[config.mk]
export PLATFORM = sky130hd
export DESIGN_NAME = rx_desc_dma
export DESIGN_NICKNAME = d
export VERILOG_FILES = /design/src/rtl/rdma_pkg.sv /design/src/rtl/rdma_flags.sv /design/src/rtl/rdma_ptr.sv /design/src/rtl/rdma_fsm.sv /design/src/rtl/rx_desc_dma.sv
export SDC_FILE = /design/constraint.sdc
export NUM_CORES = 1
export LEC_CHECK = 0
export BUFFER_PORTS_ARGS = -buffer_cell sky130_fd_sc_hd__buf_2
export CORE_MARGIN = 4
export CORE_UTILIZATION = 60
export DETAILED_ROUTE_END_ITERATION = 12
export PLACE_DENSITY = 0.85
export SLEW_MARGIN = 10
export SYNTH_ARGS = -nofsm -noshare
export SYNTH_HDL_FRONTEND = slang
export SYNTH_SLANG_ARGS = --single-unit
[constraint.sdc]
create_clock -name clk -period 9.5 [get_ports clk]
set_input_delay 1.425 -clock clk [delete_from_list [all_inputs] [get_ports clk]]
set_output_delay 1.425 -clock clk [all_outputs]
set_load 0.01 [all_outputs]
[src/rtl/rdma_pkg.sv]
package rdma_pkg;
  localparam int EN_BIT = 31;
  localparam int WR_BIT = 30;
  localparam int IE_BIT = 29;
  localparam int TR_BIT = 28;
  localparam int EE_BIT = 27;

  typedef enum logic [2:0] {
    ST_IDLE, ST_RD0, ST_RD1, ST_RECV, ST_WRB, ST_WB, ST_SPILL, ST_ESPILL
  } rdma_state_e;
endpackage

[src/rtl/rdma_flags.sv]
module rdma_flags (
  input  logic       clk,
  input  logic       rst_n,
  input  logic       rx_en_set,
  input  logic       rx_en_clr,
  input  logic       avail_set,
  input  logic       avail_clr,
  input  logic [2:0] status_clr,
  input  logic       hw_avail_clr,
  input  logic       hw_done,
  input  logic       hw_irq,
  input  logic       hw_bus_err,
  output logic       rx_enabled,
  output logic       desc_avail,
  output logic       pkt_rcvd,
  output logic       irq,
  output logic       bus_err
);
  logic rxen_n, avail_n, pkt_n, irq_n, berr_n;

  always_comb begin
    rxen_n = rx_enabled;
    if (rx_en_set) rxen_n = 1'b1;
    if (rx_en_clr || hw_bus_err) rxen_n = 1'b0;
    avail_n = desc_avail;
    if (avail_clr || hw_avail_clr) avail_n = 1'b0;
    if (avail_set) avail_n = 1'b1;
    pkt_n = pkt_rcvd;
    if (status_clr[0]) pkt_n = 1'b0;
    if (hw_done) pkt_n = 1'b1;
    irq_n = irq;
    if (status_clr[1]) irq_n = 1'b0;
    if (hw_irq) irq_n = 1'b1;
    berr_n = bus_err;
    if (status_clr[2]) berr_n = 1'b0;
    if (hw_bus_err) berr_n = 1'b1;
  end

  always_ff @(posedge clk or negedge rst_n) begin
    if (!rst_n) begin
      rx_enabled <= 1'b0;
      desc_avail <= 1'b0;
      pkt_rcvd   <= 1'b0;
      irq        <= 1'b0;
      bus_err    <= 1'b0;
    end else begin
      rx_enabled <= rxen_n;
      desc_avail <= avail_n;
      pkt_rcvd   <= pkt_n;
      irq        <= irq_n;
      bus_err    <= berr_n;
    end
  end
endmodule

[src/rtl/rdma_ptr.sv]
module rdma_ptr #(
  parameter int AW = 32
) (
  input  logic          clk,
  input  logic          rst_n,
  input  logic          advance,
  input  logic          wrap,
  output logic [AW-1:0] offset
);
  localparam logic [AW-1:0] STEP = AW'(8);
  logic [AW-1:0] off_n;

  always_comb begin
    off_n = offset;
    if (advance) off_n = wrap ? '0 : offset + STEP;
  end

  always_ff @(posedge clk or negedge rst_n) begin
    if (!rst_n)       offset <= '0;
    else if (advance) offset <= off_n;
  end
endmodule

[src/rtl/rdma_fsm.sv]
module rdma_fsm import rdma_pkg::*; #(
  parameter int AW    = 32,
  parameter int LEN_W = 16
) (
  input  logic          clk,
  input  logic          rst_n,
  input  logic          rx_enabled,
  input  logic          desc_avail,
  input  logic          nospill,
  input  logic [AW-1:0] desc_addr,
  input  logic          in_valid,
  input  logic [7:0]    in_data,
  input  logic          in_eop,
  input  logic          in_eep,
  output logic          in_ready,
  output logic          mem_req,
  output logic          mem_we,
  output logic [AW-1:0] mem_addr,
  output logic [31:0]   mem_wdata,
  output logic [3:0]    mem_wstrb,
  input  logic          mem_ack,
  input  logic          mem_err,
  input  logic [31:0]   mem_rdata,
  output logic          ev_avail_clr,
  output logic          ev_done,
  output logic          ev_irq,
  output logic          ev_bus_err,
  output logic          ptr_adv,
  output logic          ptr_wrap
);
  localparam logic [AW-1:0] W1_OFS = AW'(4);

  rdma_state_e state_q, state_n;
  logic [LEN_W-1:0] len_q, len_n, cnt_q, cnt_n;
  logic [AW-1:0]    buf_q, buf_n, wr_addr;
  logic [7:0]       byte_q, byte_n;
  logic             wr_q, wr_n, ie_q, ie_n, tr_q, tr_n, ee_q, ee_n;
  logic             marker;
  logic [31:0]      wb_word;

  assign marker  = in_eop | in_eep;
  assign wr_addr = buf_q + AW'(cnt_q);

  always_comb begin
    wb_word = '0;
    wb_word[LEN_W-1:0] = cnt_q;
    wb_word[TR_BIT] = tr_q;
    wb_word[EE_BIT] = ee_q;
  end

  always_comb begin
    state_n = state_q; len_n = len_q; cnt_n = cnt_q; buf_n = buf_q;
    byte_n = byte_q; wr_n = wr_q; ie_n = ie_q; tr_n = tr_q; ee_n = ee_q;
    in_ready = 1'b0; mem_req = 1'b0; mem_we = 1'b0; mem_addr = desc_addr;
    mem_wdata = '0; mem_wstrb = '0;
    ev_avail_clr = 1'b0; ev_done = 1'b0; ev_irq = 1'b0; ev_bus_err = 1'b0;
    ptr_adv = 1'b0; ptr_wrap = 1'b0;
    unique case (state_q)
      ST_IDLE: if (in_valid && rx_enabled) begin
        if (desc_avail)    state_n = ST_RD0;
        else if (!nospill) state_n = ST_SPILL;
      end
      ST_RD0: begin
        mem_req = 1'b1;
        if (mem_ack) begin
          if (mem_err) state_n = ST_ESPILL;
          else if (!mem_rdata[EN_BIT]) begin
            ev_avail_clr = 1'b1;
            state_n = ST_IDLE;
          end else begin
            len_n = mem_rdata[LEN_W-1:0];
            wr_n = mem_rdata[WR_BIT];
            ie_n = mem_rdata[IE_BIT];
            cnt_n = '0; tr_n = 1'b0; ee_n = 1'b0;
            state_n = ST_RD1;
          end
        end
      end
      ST_RD1: begin
        mem_req = 1'b1;
        mem_addr = desc_addr + W1_OFS;
        if (mem_ack) begin
          if (mem_err) state_n = ST_ESPILL;
          else begin
            buf_n = mem_rdata[AW-1:0];
            state_n = ST_RECV;
          end
        end
      end
      ST_RECV: begin
        in_ready = 1'b1;
        if (in_valid) begin
          if (marker) begin
            ee_n = in_eep;
            state_n = ST_WB;
          end else if (cnt_q == len_q) tr_n = 1'b1;
          else begin
            byte_n = in_data;
            state_n = ST_WRB;
          end
        end
      end
      ST_WRB: begin
        mem_req = 1'b1; mem_we = 1'b1; mem_addr = wr_addr;
        mem_wdata = {4{byte_q}};
        mem_wstrb = 4'b0001 << wr_addr[1:0];
        if (mem_ack) begin
          if (mem_err) state_n = ST_ESPILL;
          else begin
            cnt_n = cnt_q + 1'b1;
            state_n = ST_RECV;
          end
        end
      end
      ST_WB: begin
        mem_req = 1'b1; mem_we = 1'b1; mem_wdata = wb_word; mem_wstrb = 4'hF;
        if (mem_ack) begin
          state_n = ST_IDLE;
          if (mem_err) ev_bus_err = 1'b1;
          else begin
            ev_done = 1'b1; ev_irq = ie_q; ptr_adv = 1'b1; ptr_wrap = wr_q;
          end
        end
      end
      ST_SPILL: begin
        in_ready = 1'b1;
        if (in_valid && marker) state_n = ST_IDLE;
      end
      ST_ESPILL: begin
        in_ready = 1'b1;
        if (in_valid && marker) begin
          ev_bus_err = 1'b1;
          state_n = ST_IDLE;
        end
      end
      default: state_n = ST_IDLE;
    endcase
  end

  always_ff @(posedge clk or negedge rst_n) begin
    if (!rst_n) begin
      state_q <= ST_IDLE; len_q <= '0; cnt_q <= '0; buf_q <= '0; byte_q <= '0;
      wr_q <= 1'b0; ie_q <= 1'b0; tr_q <= 1'b0; ee_q <= 1'b0;
    end else begin
      state_q <= state_n; len_q <= len_n; cnt_q <= cnt_n; buf_q <= buf_n;
      byte_q <= byte_n; wr_q <= wr_n; ie_q <= ie_n; tr_q <= tr_n; ee_q <= ee_n;
    end
  end
endmodule

[src/rtl/rx_desc_dma.sv]
module rx_desc_dma #(
  parameter int AW    = 32,
  parameter int LEN_W = 16
) (
  input  logic          clk,
  input  logic          rst_n,
  input  logic [AW-1:0] table_base,
  input  logic          rx_en_set,
  input  logic          rx_en_clr,
  input  logic          desc_avail_set,
  input  logic          desc_avail_clr,
  input  logic          nospill,
  input  logic [2:0]    status_clr,
  input  logic          in_valid,
  input  logic [7:0]    in_data,
  input  logic          in_eop,
  input  logic          in_eep,
  output logic          in_ready,
  output logic          mem_req,
  output logic          mem_we,
  output logic [AW-1:0] mem_addr,
  output logic [31:0]   mem_wdata,
  output logic [3:0]    mem_wstrb,
  input  logic          mem_ack,
  input  logic          mem_err,
  input  logic [31:0]   mem_rdata,
  output logic          rx_enabled,
  output logic          desc_avail,
  output logic          pkt_rcvd,
  output logic          irq,
  output logic          bus_err
);
  logic [AW-1:0] offset, desc_addr;
  logic ev_avail_clr, ev_done, ev_irq, ev_bus_err, ptr_adv, ptr_wrap;

  assign desc_addr = table_base + offset;

  rdma_flags u_flags (
    .clk(clk), .rst_n(rst_n),
    .rx_en_set(rx_en_set), .rx_en_clr(rx_en_clr),
    .avail_set(desc_avail_set), .avail_clr(desc_avail_clr),
    .status_clr(status_clr),
    .hw_avail_clr(ev_avail_clr), .hw_done(ev_done), .hw_irq(ev_irq),
    .hw_bus_err(ev_bus_err),
    .rx_enabled(rx_enabled), .desc_avail(desc_avail), .pkt_rcvd(pkt_rcvd),
    .irq(irq), .bus_err(bus_err)
  );

  rdma_ptr #(.AW(AW)) u_ptr (
    .clk(clk), .rst_n(rst_n), .advance(ptr_adv), .wrap(ptr_wrap), .offset(offset)
  );

  rdma_fsm #(.AW(AW), .LEN_W(LEN_W)) u_fsm (
    .clk(clk), .rst_n(rst_n),
    .rx_enabled(rx_enabled), .desc_avail(desc_avail), .nospill(nospill),
    .desc_addr(desc_addr),
    .in_valid(in_valid), .in_data(in_data), .in_eop(in_eop), .in_eep(in_eep),
    .in_ready(in_ready),
    .mem_req(mem_req), .mem_we(mem_we), .mem_addr(mem_addr),
    .mem_wdata(mem_wdata), .mem_wstrb(mem_wstrb),
    .mem_ack(mem_ack), .mem_err(mem_err), .mem_rdata(mem_rdata),
    .ev_avail_clr(ev_avail_clr), .ev_done(ev_done), .ev_irq(ev_irq),
    .ev_bus_err(ev_bus_err), .ptr_adv(ptr_adv), .ptr_wrap(ptr_wrap)
  );
endmodule

==> results.cfg <==
[status]
status = completed

[layout]
diodes = 0
finalNonFillerCells = 1382
num-fill-cells = 1150
area_growth_pct = 15.4
regArea_um2 = 2830
drive_above_1_share_pct = 23.6
multi_input_area_um2 = 5910
nNetsFinal = 1320

[setup_path]
critical_path.max_fanout = 11
worstSetupStartpointType = input port
end_kind = output pin
reg2reg_to = u_ptr.offset[31]
r2r_cells = 9
worstSetupPathType = input port to output pin
crit_required_ns = 8.08
r2r-start = u_fsm.state_q[2]
cp_data_arrival_time_ns = 5.00
rrSetupSlack_ns = 5.21

[logic_synthesis]
synth-edff-count = 0
synth_area_um2 = 9070
synth_xor_area_share_pct = 10.7
synthCells = 1052
yosysSeqAreaShare_pct = 31.2
synth_top_area_share_pct = 31.2
syn-num-nets = 1187
synth_cell_types = 77
synth_warnings = 0
synth.area.mux_share_pct = 8.26
avgSynthCellArea_um2 = 8.62
synth_common_cells = 113 x dfrtp_1, 106 x nand2_1, 92 x nor2_1
synth_compound_area_share_pct = 18.9
synthAdderAreaFrac_pct = 6.70
synth_top_family_by_area = simple AND/OR/NAND/NOR gates
synth_area_leaders = dfrtp_1 31%, mux2_2 7.7%, ha_1 6.5%
synthMostInstantiatedCell = dfrtp_1
yosys.area_share.simple_pct = 20.5
async_flop_share_pct = 100
ys_dominant_reg_cell = dfrtp_1
synth-seq-cells = 113
yosys.area.top_type = dfrtp_1

[sta]
finalWorstSetupSlack_ns = 3.07
finalHoldViolCount = 0
period_minus_slack_ns = 6.43
post-route-period-util_pct = 67.7
tightestPinTransition_ns = 1.26
grt_setup_unrepaired = no
setup_viol = 0
slew_violations = 0
maxSlewHeadroom_pct = 15.9
fmax_mhz = 156
tns_ns = 0
finClkSkew_ns = 0.00927

[clock_network]
clock_latency_ns = 0.42
cts-buffers-inserted = 17
cts_tree = done
hold_buffers = 0
clk_pin_slew_ns = 0.06
htree_num_levels = 4
clock-sinks = 113
post_cts_buffers = 0
clockBufferDepth = 2
post_cts_resized = 0
clockRootBuffer = clkbuf_16

[die]
row_count = 44
die_area_um2 = 17200
die_w_um = 131
die_h_um = 131
initial_utilization_pct = 61.7
ios = 163
coreArea_um2 = 14700

[power]
p_int_w = 0.00145
p_sw_share_pct = 40.9
comb_power_share_pct = 42.4
clkPwrFrac_pct = 25.4
seq_power_share_pct = 32.2
powerDensity_nw_per_um2 = 234
peakVddDrop_mv = 0.248
p_switching_w = 0.00100
p_leak_nw = 4.97

[min_path]
min_from = u_flags.bus_err
whs_path_depth = 1
min_to = u_flags.bus_err
worstHoldPathType = register to register

[drt]
wirelength_um = 27000
drc = 0
firstDrtPassIters = 5
initialDrtViolationCount = 665
vias_per_cell = 6.31
postRouteAntennaNets = 0
vias = 8723
post_drt_wl_per_cell_um = 19.5

[global_route]
grt_pass1_vias = 8550
grt_max_degree = 67
antenna_found_initial = 1
grt_usage_pct = 32.0
grt-ovfl-total = 0
grt_pass1_wl_um = 42900

[placed_design]
dp_hpwl_um = 20400
numPortBuffers = 162
place_inst = 1350
place_ws_ns = 3.13
place_congestion = 1.01

[job]
max_cap_violations = 0
worst max-delay path: stages:
cell and delay [ns]:
buf_2 0.12, ha_1 0.49, a21oi_1 0.15, o21ai_1 0.31, mux2_2 0.40, a311oi_4 0.33, and2_4 0.22, nand4b_4 0.13
or4_4 0.62, nor3b_4 0.23, mux2_1 0.34, o21ai_1 0.10, buf_2 0.15
how the worst max path moves through the flow:
stage                        start      endpoint  cells past startpoint
global placement    table_base[15]  mem_addr[31]                     13
CTS                 table_base[15]  mem_addr[31]                     13
floorplan           table_base[16]  mem_addr[31]                     12
global route        table_base[16]  mem_addr[31]                     13
finish              table_base[15]  mem_addr[31]                     13
detailed placement  table_base[15]  mem_addr[31]                     13
power by group through the flow:
stage	Clock (W)	Sequential, W	Combinational (W)
final	0.000623	0.000789	0.00104
after CTS	0.000626	0.000783	0.00103
after global placement	0	0.000778	0.00100
after global routing	0.000652	0.000805	0.00114
after detailed placement	0	0.000786	0.00102
after floorplan	0	0.000722	0.000733
registers in the layout, summed over array words and instances (netlist names):
signal / cells
u_ptr.offset: 29
u_fsm.wr_q: 1
u_fsm.byte_q: 8
u_fsm.buf_q: 32
u_flags.rx_enabled: 1
u_fsm.state_q: 3
u_flags.desc_avail: 1
u_fsm.len_q: 16
u_fsm.ee_q: 1
u_flags.bus_err: 1
u_fsm.ie_q: 1
u_flags.pkt_rcvd: 1
u_fsm.cnt_q: 16
u_fsm.tr_q: 1
u_flags.irq: 1
kinds of logic (layout without fill, tap and decap cells):
logic type | Yosys count | after routing
adders and majority gates | 48 | 48
and+or+nand+nor | 376 | 376
xor gates and xnor gates | 110 | 110
AOI/OAI and AO/OA | 264 | 264
muxes | 67 | 67
buffers and inverters | 74 | 220
DFF | 113 | 113
area by class of cell:
class	count	area share (%)
clock buffer	18	4.20
clock inverter	14	1.23
inverter	21	0.753
multi-input combinational	865	56.5
sequential	113	27.0
tap	184	2.20
timing repair buffer	167	8.13
placed cells by master (no fill, tap or decap), types with 22 or more instances in the layout:
| cell | n |
|---|---|
| buf_2 | 161 |
| dfrtp_1 | 113 |
| nand2_1 | 106 |
| nor2_1 | 91 |
| a21oi_1 | 70 |
| xnor2_1 | 67 |
| o21ai_0 | 64 |
| mux2_2 | 62 |
| ha_1 | 47 |
| xor2_1 | 42 |
| nand3_1 | 39 |
| a21o_1 | 37 |
| nand4_1 | 24 |
| and3_1 | 24 |
| nor3_1 | 22 |
routing by layer:
| metal | track usage, % | share of wire, % | up-vias |
|---|---|---|---|
| met3 | 8.41 | 8.6 | 66 |
| met2 | 52.4 | 46 | 418 |
| met1 | 41.2 | 43 | 4166 |
| met5 | 0 | 0.026 | - |
| li1 | - | - | 4071 |
| met4 | 10.3 | 2.3 | 2 |
stage by stage:
stage,hold WS [ns],utilization (%),area (um^2),total power (W)
final,0.474,71.2,10500,0.00245
after global routing,0.490,71.2,10500,0.00260
after CTS,0.478,71.2,10500,0.00244
after detailed placement,0.465,67.3,9900,0.00181
after global placement,0.464,67.3,9900,0.00178
after floorplan,0.446,-,9070,0.00145
(Power assumes the default switching activity.)
